### src/rtl/cwp_pkg.sv
package cwp_pkg;

  // Strobes from control to datapath for one accepted word.
  typedef struct packed {
    logic load;    // capture the incoming word into the output stage
    logic poison;  // corrupt the check code of the captured word
  } cwpStrobe_t;

  // Column mask for Hamming check bit j: data bit k is set when its
  // codeword position (non-power-of-two positions from 3) has bit j set.
  function automatic logic [127:0] hamMask(input int dataW, input int j);
    logic [127:0] m;
    int k;
    m = '0;
    k = 0;
    for (int p = 3; p < 256; p++) begin
      if (((p & (p - 1)) != 0) && (k < dataW)) begin
        if (((p >> j) & 1) == 1) m[k] = 1'b1;
        k++;
      end
    end
    return m;
  endfunction

endpackage

### src/rtl/cwp_datapath.sv
module cwp_datapath
  import cwp_pkg::*;
#(
  parameter int DATA_W = 64,
  parameter int CHK_W  = 8,
  parameter logic [CHK_W-1:0] POISON = 8'h03
) (
  input  logic              clk,
  input  logic              rstN,
  input  cwpStrobe_t        strobe,
  input  logic [DATA_W-1:0] inData,
  input  logic [DATA_W/8-1:0] inParity,
  input  logic              outValid,
  input  logic              outReady,
  output logic              parErr,
  output logic [DATA_W-1:0] outData,
  output logic [CHK_W-1:0]  outEcc
);

  localparam int BYTES = DATA_W / 8;
  localparam int HAM_W = CHK_W - 1;

  logic [BYTES-1:0] byteBad;
  logic [CHK_W-1:0] code;

  // Per-byte even parity check
  for (genvar b = 0; b < BYTES; b++) begin : g_par
    assign byteBad[b] = (^inData[8*b +: 8]) != inParity[b];
  end
  assign parErr = |byteBad;

  // Hamming check bits from constant column masks
  for (genvar j = 0; j < HAM_W; j++) begin : g_ham
    localparam logic [127:0] FULL = hamMask(DATA_W, j);
    localparam logic [DATA_W-1:0] MASK = FULL[DATA_W-1:0];
    assign code[j] = ^(inData & MASK);
  end
  // Overall parity bit for double-error detection
  assign code[CHK_W-1] = ^{inData, code[HAM_W-1:0]};

  always_ff @(posedge clk) begin
    if (!rstN) begin
      outData <= '0;
      outEcc  <= '0;
    end else if (strobe.load) begin
      outData <= inData;
      outEcc  <= code ^ (strobe.poison ? POISON : '0);
    end
  end

  // Clean and poisoned codewords both keep even overall parity (POISON has two bits set)
  p_even_code_r2: assert property (@(posedge clk) disable iff (!rstN)
    outValid |-> ((^{outData, outEcc}) == 1'b0));

  // Stalled output word must not move
  p_hold_word_r4: assert property (@(posedge clk) disable iff (!rstN)
    (outValid && !outReady) |=> ($stable(outData) && $stable(outEcc)));

endmodule

### src/rtl/cwp_ctrl.sv
module cwp_ctrl
  import cwp_pkg::*;
#(
  parameter int IDX_W = 3
) (
  input  logic             clk,
  input  logic             rstN,
  input  logic             inValid,
  input  logic             inIsWb,
  input  logic [IDX_W-1:0] inWordIdx,
  input  logic             parErr,
  input  logic             outReady,
  input  logic             stsClr,
  output logic             inReady,
  output logic             outValid,
  output cwpStrobe_t       strobe,
  output logic             stsErr,
  output logic             stsIsWb,
  output logic [IDX_W-1:0] stsWordIdx,
  output logic             stsOvf,
  output logic             errIrq
);

  logic fire;
  logic faultIn;
  logic errBase, ovfBase, irqBase;
  logic errNext, ovfNext, irqNext, takeNew;

  assign inReady = !outValid || outReady;
  assign fire    = inValid && inReady;
  assign faultIn = fire && parErr;

  always_comb begin
    strobe        = '0;
    strobe.load   = fire;
    strobe.poison = parErr;
  end

  // Clear applies first, then the new failure is folded in
  always_comb begin
    errBase = stsClr ? 1'b0 : stsErr;
    ovfBase = stsClr ? 1'b0 : stsOvf;
    irqBase = stsClr ? 1'b0 : errIrq;
    takeNew = faultIn && !errBase;
    errNext = errBase || faultIn;
    ovfNext = ovfBase || (faultIn && errBase);
    irqNext = irqBase || (faultIn && inIsWb);
  end

  always_ff @(posedge clk) begin
    if (!rstN) begin
      outValid   <= 1'b0;
      stsErr     <= 1'b0;
      stsOvf     <= 1'b0;
      stsIsWb    <= 1'b0;
      stsWordIdx <= '0;
      errIrq     <= 1'b0;
    end else begin
      if (fire)          outValid <= 1'b1;
      else if (outReady) outValid <= 1'b0;
      stsErr <= errNext;
      stsOvf <= ovfNext;
      errIrq <= irqNext;
      if (takeNew) begin
        stsIsWb    <= inIsWb;
        stsWordIdx <= inWordIdx;
      end
    end
  end

  p_drain_r4: assert property (@(posedge clk) disable iff (!rstN)
    (outValid && outReady && !inValid) |=> !outValid);

  p_wb_irq_r5: assert property (@(posedge clk) disable iff (!rstN)
    (inValid && inReady && parErr && inIsWb) |=> errIrq);

  p_irq_sticky_r5: assert property (@(posedge clk) disable iff (!rstN)
    (errIrq && !stsClr) |=> errIrq);

  p_snoop_quiet_r6: assert property (@(posedge clk) disable iff (!rstN)
    (!errIrq && inValid && inReady && parErr && !inIsWb) |=> !errIrq);

  p_capture_r7: assert property (@(posedge clk) disable iff (!rstN)
    (inValid && inReady && parErr && (!stsErr || stsClr)) |=>
      (stsErr && !stsOvf && stsWordIdx == $past(inWordIdx) && stsIsWb == $past(inIsWb)));

  p_no_overwrite_r8: assert property (@(posedge clk) disable iff (!rstN)
    (stsErr && !stsClr && inValid && inReady && parErr) |=>
      (stsOvf && $stable(stsWordIdx) && $stable(stsIsWb)));

  p_clear_r9: assert property (@(posedge clk) disable iff (!rstN)
    (stsClr && !(inValid && inReady && parErr)) |=> (!stsErr && !stsOvf && !errIrq));

endmodule

### src/rtl/cache_wout_poison.sv
module cache_wout_poison
  import cwp_pkg::*;
#(
  parameter int DATA_W     = 64,
  parameter int LINE_WORDS = 8,
  parameter logic [7:0] POISON = 8'h03
) (
  input  logic                       clk,
  input  logic                       rstN,
  input  logic                       inValid,
  output logic                       inReady,
  input  logic [DATA_W-1:0]          inData,
  input  logic [DATA_W/8-1:0]        inParity,
  input  logic                       inIsWb,
  input  logic [$clog2(LINE_WORDS)-1:0] inWordIdx,
  output logic                       outValid,
  input  logic                       outReady,
  output logic [DATA_W-1:0]          outData,
  output logic [$clog2(DATA_W)+1:0]  outEcc,
  input  logic                       stsClr,
  output logic                       stsErr,
  output logic                       stsIsWb,
  output logic [$clog2(LINE_WORDS)-1:0] stsWordIdx,
  output logic                       stsOvf,
  output logic                       errIrq
);

  localparam int IDX_W = $clog2(LINE_WORDS);
  localparam int CHK_W = $clog2(DATA_W) + 2;

  cwpStrobe_t strobe;
  logic       parErr;

  cwp_ctrl #(.IDX_W(IDX_W)) u_ctrl (
    .clk        (clk),
    .rstN       (rstN),
    .inValid    (inValid),
    .inIsWb     (inIsWb),
    .inWordIdx  (inWordIdx),
    .parErr     (parErr),
    .outReady   (outReady),
    .stsClr     (stsClr),
    .inReady    (inReady),
    .outValid   (outValid),
    .strobe     (strobe),
    .stsErr     (stsErr),
    .stsIsWb    (stsIsWb),
    .stsWordIdx (stsWordIdx),
    .stsOvf     (stsOvf),
    .errIrq     (errIrq)
  );

  cwp_datapath #(
    .DATA_W (DATA_W),
    .CHK_W  (CHK_W),
    .POISON (POISON[CHK_W-1:0])
  ) u_dp (
    .clk      (clk),
    .rstN     (rstN),
    .strobe   (strobe),
    .inData   (inData),
    .inParity (inParity),
    .outValid (outValid),
    .outReady (outReady),
    .parErr   (parErr),
    .outData  (outData),
    .outEcc   (outEcc)
  );

endmodule

### config.mk
export PLATFORM = sky130hd
export DESIGN_NAME = cache_wout_poison
export DESIGN_NICKNAME = d
export VERILOG_FILES = /design/src/rtl/cwp_pkg.sv /design/src/rtl/cwp_datapath.sv /design/src/rtl/cwp_ctrl.sv /design/src/rtl/cache_wout_poison.sv
export SDC_FILE = /design/constraint.sdc
export NUM_CORES = 1
export LEC_CHECK = 0
export ABC_AREA = 1
export BUFFER_PORTS_ARGS = -buffer_cell sky130_fd_sc_hd__buf_4
export CORE_MARGIN = 2
export CORE_UTILIZATION = 60
export CTS_CLUSTER_SIZE = 24
export DETAILED_ROUTE_END_ITERATION = 8
export HOLD_SLACK_MARGIN = 0.12
export PLACE_DENSITY = 0.95
export SETUP_SLACK_MARGIN = 0.4
export SYNTH_ARGS = -nofsm -noshare
export SYNTH_HDL_FRONTEND = slang
export SYNTH_SLANG_ARGS = --single-unit
### constraint.sdc
create_clock -name clk -period 3.7 [get_ports clk]
set_input_delay 0.74 -clock clk [delete_from_list [all_inputs] [get_ports clk]]
set_output_delay 0.74 -clock clk [all_outputs]
set_load 0.02 [all_outputs]
==> flow_metrics.env, run 1 <==
export IMPL_outcome="finished clean"
export IMPL_synth_most_common_cell="nand2_1"
export IMPL_yosysWarnings=0
export IMPL_power_internal_mw=1.92
export IMPL_period_share=0.675
export IMPL_async_reset_ff_frac=0
export IMPL_clock_latency_ps=350
export IMPL_pin_count=162
export IMPL_synth_ff_type="dfxtp_1"
export IMPL_syn_avg_cell_area_um2=5.69
export IMPL_post_place_ws_ps=904
export IMPL_grt_max_degree=73
export IMPL_clkSinkCount=80
export IMPL_arrival_ps=2780
export IMPL_r2r_start="u_ctrl.outValid$_SDFFE_PN0P_"
export IMPL_synth_area_leaders="nand2_1, dfxtp_1, xor2_1"
export IMPL_core_mm2=0.0113
export IMPL_rsz0062_at_grt="no"
export IMPL_vias_per_cell=5.12
export IMPL_reg2reg_slack_ps=1690
export IMPL_start_kind="input pin"
export IMPL_syn_to_final_growth_pct=20.1
export IMPL_numPortBuffers=161
export IMPL_fin_setup_tns_ps=0
export IMPL_synthesis_nets=1292
export IMPL_cts_resized=0
export IMPL_hold_viol=0
export IMPL_layout_nets=1413
export IMPL_finClkSkew_ps=5.01
export IMPL_setup_viol=0
export IMPL_grt_overflow_total=0
export IMPL_post_cts_buffers=0
export IMPL_fill_cells=963
export IMPL_cts_hold_buffers=0
export IMPL_synth_edf_count=0
export IMPL_ff_latch_area_mm2=0.00160
export IMPL_synth_seq_cells=80
export IMPL_antenna_found_initial=0
export IMPL_cp_startpoint="inData[15]"
export IMPL_slew_violations=0
export IMPL_drv_cap=0
export IMPL_p_leak_nw=4.71
export IMPL_seqPwrFrac=0.300
export IMPL_initial_core_util=0.609
export IMPL_synth_cell_types=29
export IMPL_swShare=0.409
export IMPL_crit_required_ps=3980
export IMPL_die_area_mm2=0.0124
export IMPL_rows=39
export IMPL_power_net_switching_mw=1.33
export IMPL_hold_class="reg2reg"
export IMPL_die_height_um=111
export IMPL_routed_wl_mm=18.1
export IMPL_n_antenna_cell=0
export IMPL_worst_slack_ps=1200
export IMPL_end_kind="register"
export IMPL_crit_slowest_cell="nor3_1"
export IMPL_drtIter0Drc=473
export IMPL_synth_top_area_share=0.314
export IMPL_cts_root_buf="clkbuf_16"
export IMPL_peakVddDrop_mv=0.351
export IMPL_fmax_mhz=400
export IMPL_p_clk_frac=0.266
export IMPL_path_cells="buf_4 > inv_1 > nand2_1 > nand2_1 > nand2_1 > nand2_1 > xor2_1 > xor2_1 > nand2_1 > nor3_1 > nand4_1 > nand2_1 > inv_2 > nand2_1 > nand2_1 > a21oi_1"
export IMPL_synth_seq_area_share=0.232
export IMPL_htreeDepth=3
export IMPL_path_max_fanout=8
export IMPL_power_density_mw_per_mm2=393
export IMPL_netlist_area_mm2=0.00689
export IMPL_worstMarginPinSlew_ps=738
export IMPL_drc_errors=0
export IMPL_numCtsBuffers=9
export IMPL_drive_above_1_share=0.166
export IMPL_gp_congestion=0.900
export IMPL_wire_per_inst_um=12.2
export IMPL_cts_tree="yes"
export IMPL_reg2reg_depth=8
export IMPL_path_clk_slew_ps=70
export IMPL_drtPass1Iterations=5
export IMPL_holdWs_ps=471
export IMPL_critPathMostFrequentCell="nand2_1"
export IMPL_slew_limit_headroom=0.507
export IMPL_max_stage_delay_ps=250
export IMPL_grt_pass1_wl_mm=30.5
export IMPL_grt_use_total=0.292
export IMPL_critical_path_class="in2reg"
export IMPL_first_global_vias=7011
export IMPL_num_vias=7584
export IMPL_pwr_share_comb=0.434
export IMPL_place_hpwl_mm=13.9
export IMPL_synth_top_area_cell="nand2_1"
export IMPL_die_w_um=111
export IMPL_post_route_min_period_ps=2500
export IMPL_netlist_top_cells_count="nand2_1, inv_1, dfxtp_1"
export IMPL_netlist_instances=1211
export IMPL_multiInputGateArea_mm2=0.00455
export IMPL_r2r_end="u_ctrl.stsWordIdx[2]$_SDFFE_PN0P_"
export IMPL_ant_nets=0
export IMPL_worstSetupEndpoint="u_ctrl.stsWordIdx[2]$_SDFFE_PN0P_"
export IMPL_cts_path_max_buffers=2
cell usage in the layout, fill, tap and decap left out, drive strengths merged:
| cell type | netlist | routed |
|---|---|---|
| nand2 | 596 | 596 |
| buf | 34 | 165 |
| inv | 110 | 111 |
| dfxtp | 80 | 80 |
| nand3 | 75 | 75 |
| o21ai | 68 | 68 |
| a21oi | 61 | 61 |
| xor2 | 58 | 58 |
| xnor2 | 50 | 50 |
| nor2 | 42 | 42 |
| clkbuf | 21 | 9 |
| clkinv | 1 | 7 |
| o211ai | 4 | 4 |
| nand3b | 4 | 4 |
| nand4 | 2 | 2 |
| nand2b | 2 | 2 |
| nor3 | 1 | 1 |
| or3 | 1 | 1 |
| a31oi | 1 | 1 |
power by group through the flow:
stage               Clock (mW)  Combinational, mW  Sequential (mW)
finish                   0.867               1.41            0.977
detailed placement           0               1.39            0.993
global route             0.904               1.60            0.985
floorplan                    0              0.921             1.08
CTS                      0.870               1.40            0.976
global placement             0               1.35            0.992
final cells by class:
| type | count | share of cell area |
|---|---|---|
| clock buffers | 9 | 0.0272 |
| clock inverters | 7 | 0.00680 |
| inverters | 111 | 0.0505 |
| multi-input cells | 965 | 0.549 |
| flip-flops and latches | 80 | 0.194 |
| well taps | 143 | 0.0216 |
| repair buffers | 165 | 0.151 |
worst max-delay path: cells and delay by family:
family | cells | cell delay (ps)
AND/OR/NAND/NOR | 10 | 1210
XOR/XNOR | 2 | 340
AO/OA/AOI/OAI | 1 | 130
buffers and inverters | 3 | 350
kinds of logic (layout without fill, tap and decap cells):
group                     after synthesis  count (layout)  synth area share
AOI/OAI and AO/OA                     134             134            0.0995
xor gates and xnor gates              108             108             0.140
buffers and inverters                 166             292             0.108
DFF                                    80              80             0.232
and+or+nand+nor                       723             723             0.419
sequential cells by signal, summed over array words and instances, names as in the netlist:
name               count
u_ctrl.stsOvf          1
u_ctrl.stsWordIdx      3
u_ctrl.errIrq          1
u_ctrl.stsErr          1
u_ctrl.outValid        1
u_dp.outData          64
u_ctrl.stsIsWb         1
u_dp.outEcc            8
per-layer routing:
layer | wire length, µm | share of wire | up-vias | global-route usage
met1 | 7890 | 0.44 | 3329 | 0.363
met5 | 0 | 0 | - | 0
met2 | 8420 | 0.47 | 264 | 0.496
met4 | 472 | 0.026 | 0 | 0.121
met3 | 1270 | 0.070 | 38 | 0.0563
li1 | - | - | 3953 | -
through the flow:
stage / util / area [µm²] / total power, mW / std cells
finish: 0.731 / 8280 / 3.25 / 1480
global route: 0.731 / 8280 / 3.49 / 1480
global placement: 0.706 / 8000 / 2.34 / 1464
CTS: 0.731 / 8280 / 3.25 / 1480
floorplan: - / 6890 / 2.00 / 1211
detailed placement: 0.706 / 8000 / 2.39 / 1464
how the worst min path moves through the flow:
stage                                           start                                 to  slack, ps  cells past startpoint
floorplan                 u_ctrl.stsIsWb$_SDFFE_PN0P_        u_ctrl.stsIsWb$_SDFFE_PN0P_        540                      2
global placement    u_ctrl.stsWordIdx[2]$_SDFFE_PN0P_  u_ctrl.stsWordIdx[2]$_SDFFE_PN0P_        450                      2
detailed placement  u_ctrl.stsWordIdx[0]$_SDFFE_PN0P_  u_ctrl.stsWordIdx[0]$_SDFFE_PN0P_        460                      2
CTS                 u_ctrl.stsWordIdx[0]$_SDFFE_PN0P_  u_ctrl.stsWordIdx[0]$_SDFFE_PN0P_        470                      2
global route        u_ctrl.stsWordIdx[0]$_SDFFE_PN0P_  u_ctrl.stsWordIdx[0]$_SDFFE_PN0P_        490                      2
finish                       u_ctrl.errIrq$_SDFF_PN0_           u_ctrl.errIrq$_SDFF_PN0_        470                      2
Note: power is estimated with default switching activity, not from simulation.
==> run 2: changes to the inputs <==
--- a/config.mk
+++ b/config.mk
@@ -8,11 +8,11 @@
 export ABC_AREA = 1
 export BUFFER_PORTS_ARGS = -buffer_cell sky130_fd_sc_hd__buf_4
 export CORE_MARGIN = 2
-export CORE_UTILIZATION = 60
+export CORE_UTILIZATION = 50
 export CTS_CLUSTER_SIZE = 24
 export DETAILED_ROUTE_END_ITERATION = 8
 export HOLD_SLACK_MARGIN = 0.12
-export PLACE_DENSITY = 0.95
+export PLACE_DENSITY = 0.88
 export SETUP_SLACK_MARGIN = 0.4
 export SYNTH_ARGS = -nofsm -noshare
 export SYNTH_HDL_FRONTEND = slang
==> constraint.sdc (replaced) <==
create_clock -name clk -period 2.2 [get_ports clk]
set_input_delay 0.44 -clock clk [delete_from_list [all_inputs] [get_ports clk]]
set_output_delay 0.44 -clock clk [all_outputs]
set_load 0.02 [all_outputs]
==> run 2 against run 1 <==
Against the previous run: sequential power rose by 68%; global-route usage fell by 1.4 points; sequential share of layout area fell by 3.2 points; utilization rose by 1.1 points.
==> flow_metrics.env, run 2 (same netlist as run 1, synthesis figures left out) <==
export IMPL_outcome="finished clean"
export IMPL_die_area_mm2=0.0147
export IMPL_grt_use_total=0.279
export IMPL_p_clk_frac=0.270
export IMPL_post_route_min_period_ps=1960
export IMPL_cts_tree="yes"
export IMPL_clock_latency_ps=350
export IMPL_path_max_fanout=8
export IMPL_arrival_ps=2200
export IMPL_rsz0062_at_grt="yes"
export IMPL_cts_root_buf="clkbuf_16"
export IMPL_antenna_found_initial=0
export IMPL_power_internal_mw=3.79
export IMPL_path_cells="buf_4 > xor2_1 > nand2_1 > nand2_1 > nand2_1 > nand2_1 > nand3_1 > nand2_1 > nand3_2 > nand2_1 > nand2_1 > nand2_2 > inv_1 > nand2_2 > nand3_1 > nand2_1 > nand2_1 > nand2_1 > a21oi_2"
export IMPL_period_share=0.890
export IMPL_syn_to_final_growth_pct=43.6
export IMPL_slew_violations=0
export IMPL_final_core_util=0.742
export IMPL_setup_viol=0
export IMPL_worstMarginPinSlew_ps=453
export IMPL_die_height_um=121
export IMPL_drv_cap=0
export IMPL_gp_congestion=0.890
export IMPL_ant_nets=0
export IMPL_start_kind="input pin"
export IMPL_place_hpwl_mm=15.0
export IMPL_cts_hold_buffers=0
export IMPL_critPathBufInv=2
export IMPL_top_regs="u_dp.outData x64, u_dp.outEcc x8, u_ctrl.stsWordIdx x3"
export IMPL_dp_cells=1590
export IMPL_mostFrequentLayoutCells="nand2_1, buf_4, nand2_2, dfxtp_1, o21ai_0"
export IMPL_die_w_um=121
export IMPL_worst_slack_ps=242
export IMPL_hold_viol=0
export IMPL_max_stage_delay_ps=250
export IMPL_finClkSkew_ps=6.37
export IMPL_crit_required_ps=2450
export IMPL_crit_slowest_cell="xor2_1"
export IMPL_fmax_mhz=511
export IMPL_p_leak_nw=5.42
export IMPL_core_mm2=0.0133
export IMPL_power_mw=6.25
export IMPL_drtPass1Iterations=7
export IMPL_hold_class="in2reg"
export IMPL_rows=42
export IMPL_final_common_cell="nand2_1"
export IMPL_swShare=0.394
export IMPL_fin_area_mm2=0.00990
export IMPL_path_clk_slew_ps=70
export IMPL_pin_count=162
export IMPL_seqPwrFrac=0.262
export IMPL_critPathMostFrequentCell="nand2_1"
export IMPL_pwr_share_comb=0.467
export IMPL_cts_path_max_buffers=2
export IMPL_drc_errors=0
export IMPL_holdWs_ps=353
export IMPL_top_register="u_dp.outData"
export IMPL_grt_overflow_total=0
export IMPL_wire_per_inst_um=13.1
export IMPL_initial_core_util=0.516
export IMPL_num_vias=8210
export IMPL_drive_above_1_share=0.343
export IMPL_fin_setup_tns_ps=0
export IMPL_numCtsBuffers=9
export IMPL_dpl_instance_area_mm2=0.00884
export IMPL_routed_wl_mm=21.2
export IMPL_end_kind="register"
export IMPL_grt_max_degree=87
export IMPL_post_place_ws_ps=-278
export IMPL_n_antenna_cell=0
export IMPL_cpLargestDelayFamily="simple AND/OR/NAND/NOR gates"
export IMPL_layout_nets=1516
export IMPL_grt_pass1_wl_mm=33.4
export IMPL_htreeDepth=3
export IMPL_numPortBuffers=161
export IMPL_critical_path_class="in2reg"
export IMPL_power_density_mw_per_mm2=631
export IMPL_largest_reg_flops=64
export IMPL_stdcell_count=1616
export IMPL_clkSinkCount=80
export IMPL_reg2reg_slack_ps=680
export IMPL_drtIter0Drc=500
export IMPL_peakVddDrop_mv=0.789
export IMPL_first_global_vias=7676
export IMPL_vias_per_cell=5.08
export IMPL_slew_limit_headroom=0.698
export IMPL_power_net_switching_mw=2.46
-- run 2: cell count changes in the layout (fill, tap and decap cells not counted), sizes merged --
cell,change
buf,+102
bufbuf,+1
bufinv,+2
clkinv,-4
clkinvlp,+1
inv,+1
-- run 2: layout make-up --
class                      count  area (µm²)
clock buffer                   9         225
clock inverter                 7         101
fill                        1007        3440
inverter                     111         443
multi-input combinational    965        5160
sequential                    80        1600
tap                          176         220
timing repair buffer         268        2150
-- run 2: worst paths after layout --
kind                                start                       endpoint  depth (start not counted)
max                            inData[44]    u_dp.outEcc[7]$_SDFFE_PN0P_                         19
min                            inData[47]  u_dp.outData[47]$_SDFFE_PN0P_                          3
max reg2reg  u_ctrl.outValid$_SDFFE_PN0P_   u_dp.outData[3]$_SDFFE_PN0P_                          6
min reg2reg      u_ctrl.errIrq$_SDFF_PN0_       u_ctrl.errIrq$_SDFF_PN0_                          2
-- run 2: repair_timing --
item,in CTS,in global routing
cloned,1,0
pin swaps,35,27
gates resized for setup,94,93
endpoints found under the hold margin,0,0
buffers inserted,5,4
setup endpoints to repair,10,11
-- run 2: power by group through the flow --
stage / sequential [mW] / combinational (mW) / clock [mW]
2_1_floorplan: 1.82 / 1.57 / 0
3_3_place_gp: 1.67 / 2.50 / 0
3_5_place_dp: 1.67 / 2.58 / 0
5_1_grt: 1.65 / 3.23 / 1.77
6_report: 1.64 / 2.92 / 1.69
4_1_cts: 1.64 / 2.72 / 1.71
-- run 2: per-layer routing --
metal / track usage / part of all wire / vias to the layer above
met1: 0.320 / 0.40 / 3700
li1: - / - / 4168
met3: 0.0550 / 0.065 / 71
met2: 0.496 / 0.50 / 271
met4: 0.128 / 0.038 / 0
met5: 0 / 0 / -
-- run 2: tightest hold or removal path, delay by kind of cell --
family                 cells  cell delay, ps
AOI/OAI and AO/OA          1              50
buffers and inverters      2             170
==> run 3: changes to the inputs <==
--- a/config.mk
+++ b/config.mk
@@ -12,8 +12,9 @@
 export CTS_CLUSTER_SIZE = 24
 export DETAILED_ROUTE_END_ITERATION = 8
 export HOLD_SLACK_MARGIN = 0.12
-export PLACE_DENSITY = 0.88
+export PLACE_DENSITY = 0.78
 export SETUP_SLACK_MARGIN = 0.4
 export SYNTH_ARGS = -nofsm -noshare
 export SYNTH_HDL_FRONTEND = slang
+export SYNTH_HIERARCHICAL = 1
 export SYNTH_SLANG_ARGS = --single-unit
==> run 3 against run 2 <==
Against the previous run: clock power is 7% lower; clock-buffer cell count grew 1; synthesized cell count decreased by 0.74%; final cell count up 2.0%; sequential power is essentially flat; global-route usage grew 0.90 points; register-to-register slack lost 90 ps; setup slack worse by 120 ps; cell area is 8.1% higher; critical path depth rose by 4; non-clock buffer count increased by 34; largest cell class unchanged.
==> flow_metrics.env, run 3 <==
export IMPL_outcome="finished clean"
export IMPL_slew_violations=0
export IMPL_netlist_top_cells_count="nand2_1, inv_1, dfxtp_1"
export IMPL_rows=42
export IMPL_power_density_mw_per_mm2=609
export IMPL_initial_core_util=0.511
export IMPL_critPathBufInv=3
export IMPL_grt_overflow_total=0
export IMPL_slew_limit_headroom=0.504
export IMPL_core_mm2=0.0132
export IMPL_p_clk_frac=0.243
export IMPL_netlist_area_mm2=0.00676
export IMPL_power_mw=6.52
export IMPL_first_global_vias=7640
export IMPL_synth_top_family_by_area="simple AND/OR/NAND/NOR gates"
export IMPL_clkSinkCount=80
export IMPL_stdcell_count=1649
export IMPL_fin_setup_tns_ps=0
export IMPL_synth_top_area_cell="nand2_1"
export IMPL_antenna_found_initial=0
export IMPL_top_register="u_dp/outData"
export IMPL_numPortBuffers=161
export IMPL_final_common_cell="nand2_1"
export IMPL_hold_viol=0
export IMPL_path_max_fanout=4
export IMPL_yosys_mux_area_fraction=0
export IMPL_min_from="inIsWb"
export IMPL_whs_path_depth=3
export IMPL_synth_compound_area_frac=0.107
export IMPL_num_vias=8686
export IMPL_drtPass1Iterations=8
export IMPL_post_place_ws_ps=-169
export IMPL_power_net_switching_mw=2.66
export IMPL_grt_max_degree=80
export IMPL_power_internal_mw=3.86
export IMPL_syn_to_final_growth_pct=58.3
export IMPL_synth_seq_cells=80
export IMPL_grt_use_total=0.288
export IMPL_gp_congestion=0.914
export IMPL_drtIter0Drc=530
export IMPL_largest_reg_flops=64
export IMPL_synth_most_common_cell="nand2_1"
export IMPL_p_leak_nw=5.74
export IMPL_numCtsBuffers=9
export IMPL_place_hpwl_mm=15.1
export IMPL_critical_path_class="in2reg"
export IMPL_pwr_share_comb=0.505
export IMPL_cts_root_buf="clkbuf_16"
export IMPL_end_kind="register"
export IMPL_cts_path_max_buffers=2
export IMPL_synthesis_nets=1283
export IMPL_critPathMostFrequentCell="nand2_1"
export IMPL_fmax_mhz=481
export IMPL_crit_slowest_cell="buf_4"
export IMPL_synth_seq_area_share=0.237
export IMPL_finClkSkew_ps=7.88
export IMPL_async_reset_ff_frac=0
export IMPL_htreeDepth=3
export IMPL_pin_count=162
export IMPL_path_clk_slew_ps=70
export IMPL_setup_viol=0
export IMPL_synth_adder_area_share=0
export IMPL_drive_above_1_share=0.475
export IMPL_worstMarginPinSlew_ps=743
export IMPL_ant_nets=0
export IMPL_cts_tree="yes"
export IMPL_synth_ff_type="dfxtp_1"
export IMPL_start_kind="input pin"
export IMPL_routed_wl_mm=23.6
export IMPL_synth_top_area_share=0.310
export IMPL_period_share=0.944
export IMPL_top_regs="u_dp/outData x64, u_dp/outEcc x8, u_ctrl/stsWordIdx x3"
export IMPL_synth_area_leaders="nand2_1, dfxtp_1, nand3_1"
export IMPL_r2r_start="u_ctrl/outValid$_SDFFE_PN0P_"
export IMPL_drc_errors=0
export IMPL_wire_per_inst_um=14.3
export IMPL_swShare=0.408
export IMPL_r2r_end="u_dp/outData[55]$_SDFFE_PN0P_"
export IMPL_reg2reg_depth=4
export IMPL_syn_avg_cell_area_um2=5.63
export IMPL_seqPwrFrac=0.253
export IMPL_cts_hold_buffers=0
export IMPL_yosysWarnings=6
export IMPL_max_stage_delay_ps=130
export IMPL_mostFrequentLayoutCells="nand2_1, buf_4, nand2_2, dfxtp_1, o21ai_0"
export IMPL_yosys_area_share_simple=0.439
export IMPL_synth_cell_types=33
export IMPL_arrival_ps=2330
export IMPL_cpLargestDelayFamily="simple AND/OR/NAND/NOR gates"
export IMPL_post_route_min_period_ps=2080
export IMPL_n_antenna_cell=0
export IMPL_die_height_um=120
export IMPL_die_area_mm2=0.0145
export IMPL_grt_pass1_wl_mm=33.9
export IMPL_crit_required_ps=2450
export IMPL_cp_startpoint="inData[25]"
export IMPL_drv_cap=0
export IMPL_dp_cells=1602
export IMPL_peakVddDrop_mv=0.563
export IMPL_synth_xor_area_share=0.111
export IMPL_netlist_instances=1202
export IMPL_path_cells="buf_4 > inv_4 > nand2_1 > nand2_2 > nand2_4 > nand2_4 > nand2_2 > nand2_1 > nand2_1 > nand2_1 > inv_1 > nand2_1 > nand3_2 > nand3_2 > nand2_2 > nand2_2 > nand2_1 > nand2_1 > nand2_2 > nand2_2 > nand2_1 > nor2_1 > nor2_1"
export IMPL_die_w_um=120
export IMPL_rsz0062_at_grt="yes"
export IMPL_min_to="u_ctrl/stsIsWb$_SDFFE_PN0P_"
export IMPL_vias_per_cell=5.27
export IMPL_synth_edf_count=0
export IMPL_reg2reg_slack_ps=590
export IMPL_clock_latency_ps=350
export IMPL_hold_class="in2reg"
export IMPL_layout_nets=1549
export IMPL_worst_slack_ps=123
run 3: worst min-delay path, stage by stage:
cell and delay (ps):
buf_4 90, nor2_1 40, nor2_1 80
run 3: metrics by stage:
stage	hold WS, ps	instance area (µm²)	utilization
finish	328	10700	0.808
global route	329	10700	0.808
CTS	325	9750	0.736
detailed placement	466	8790	0.664
global placement	461	8790	0.664
floorplan	538	6800	-
run 3: area by class of cell:
class,count,area [µm²]
fill,893,2540
multi-input combinational,956,5600
timing repair buffer,302,2450
sequential,80,1600
clock inverter,6,67.6
clock buffer,10,239
inverter,119,528
tap,176,220
run 3: kinds of logic after synthesis:
group                  after synthesis
AO/OA/AOI/OAI                      139
flip-flops                          80
XOR/XNOR                            81
buffers and inverters              166
AND/OR/NAND/NOR                    736
run 3: routing by layer:
| metal | global-route usage | wire, µm | vias to the layer above |
|---|---|---|---|
| met5 | 0 | 0 | - |
| met4 | 0.124 | 702 | 0 |
| met3 | 0.0590 | 1500 | 63 |
| met2 | 0.482 | 11700 | 354 |
| met1 | 0.358 | 9690 | 4012 |
| li1 | - | - | 4257 |
run 3: repair_timing:
item | in CTS | in global routing
setup endpoints to repair | 10 | 12
gates resized for setup | 163 | 269
setup buffers | 18 | 13
pin swaps | 90 | 155
run 3: worst max path at each step:
stage / slack, ps / end / cells past startpoint
2_1_floorplan: -30 / u_dp/outEcc[0]$_SDFFE_PN0P_ / 14
3_3_place_gp: -120 / u_dp/outEcc[7]$_SDFFE_PN0P_ / 22
3_5_place_dp: -170 / u_dp/outEcc[7]$_SDFFE_PN0P_ / 22
4_1_cts: 340 / u_dp/outEcc[0]$_SDFFE_PN0P_ / 14
5_1_grt: -30 / u_dp/outEcc[7]$_SDFFE_PN0P_ / 23
6_report: 120 / u_dp/outEcc[7]$_SDFFE_PN0P_ / 23
run 3: power by group through the flow:
stage	clock network [mW]	registers, mW	logic (mW)
final	1.58	1.65	3.29
after global placement	0	1.67	2.45
after global routing	1.69	1.66	3.55
after floorplan	0	1.81	1.49
after CTS	1.62	1.64	2.75
after detailed placement	0	1.67	2.50
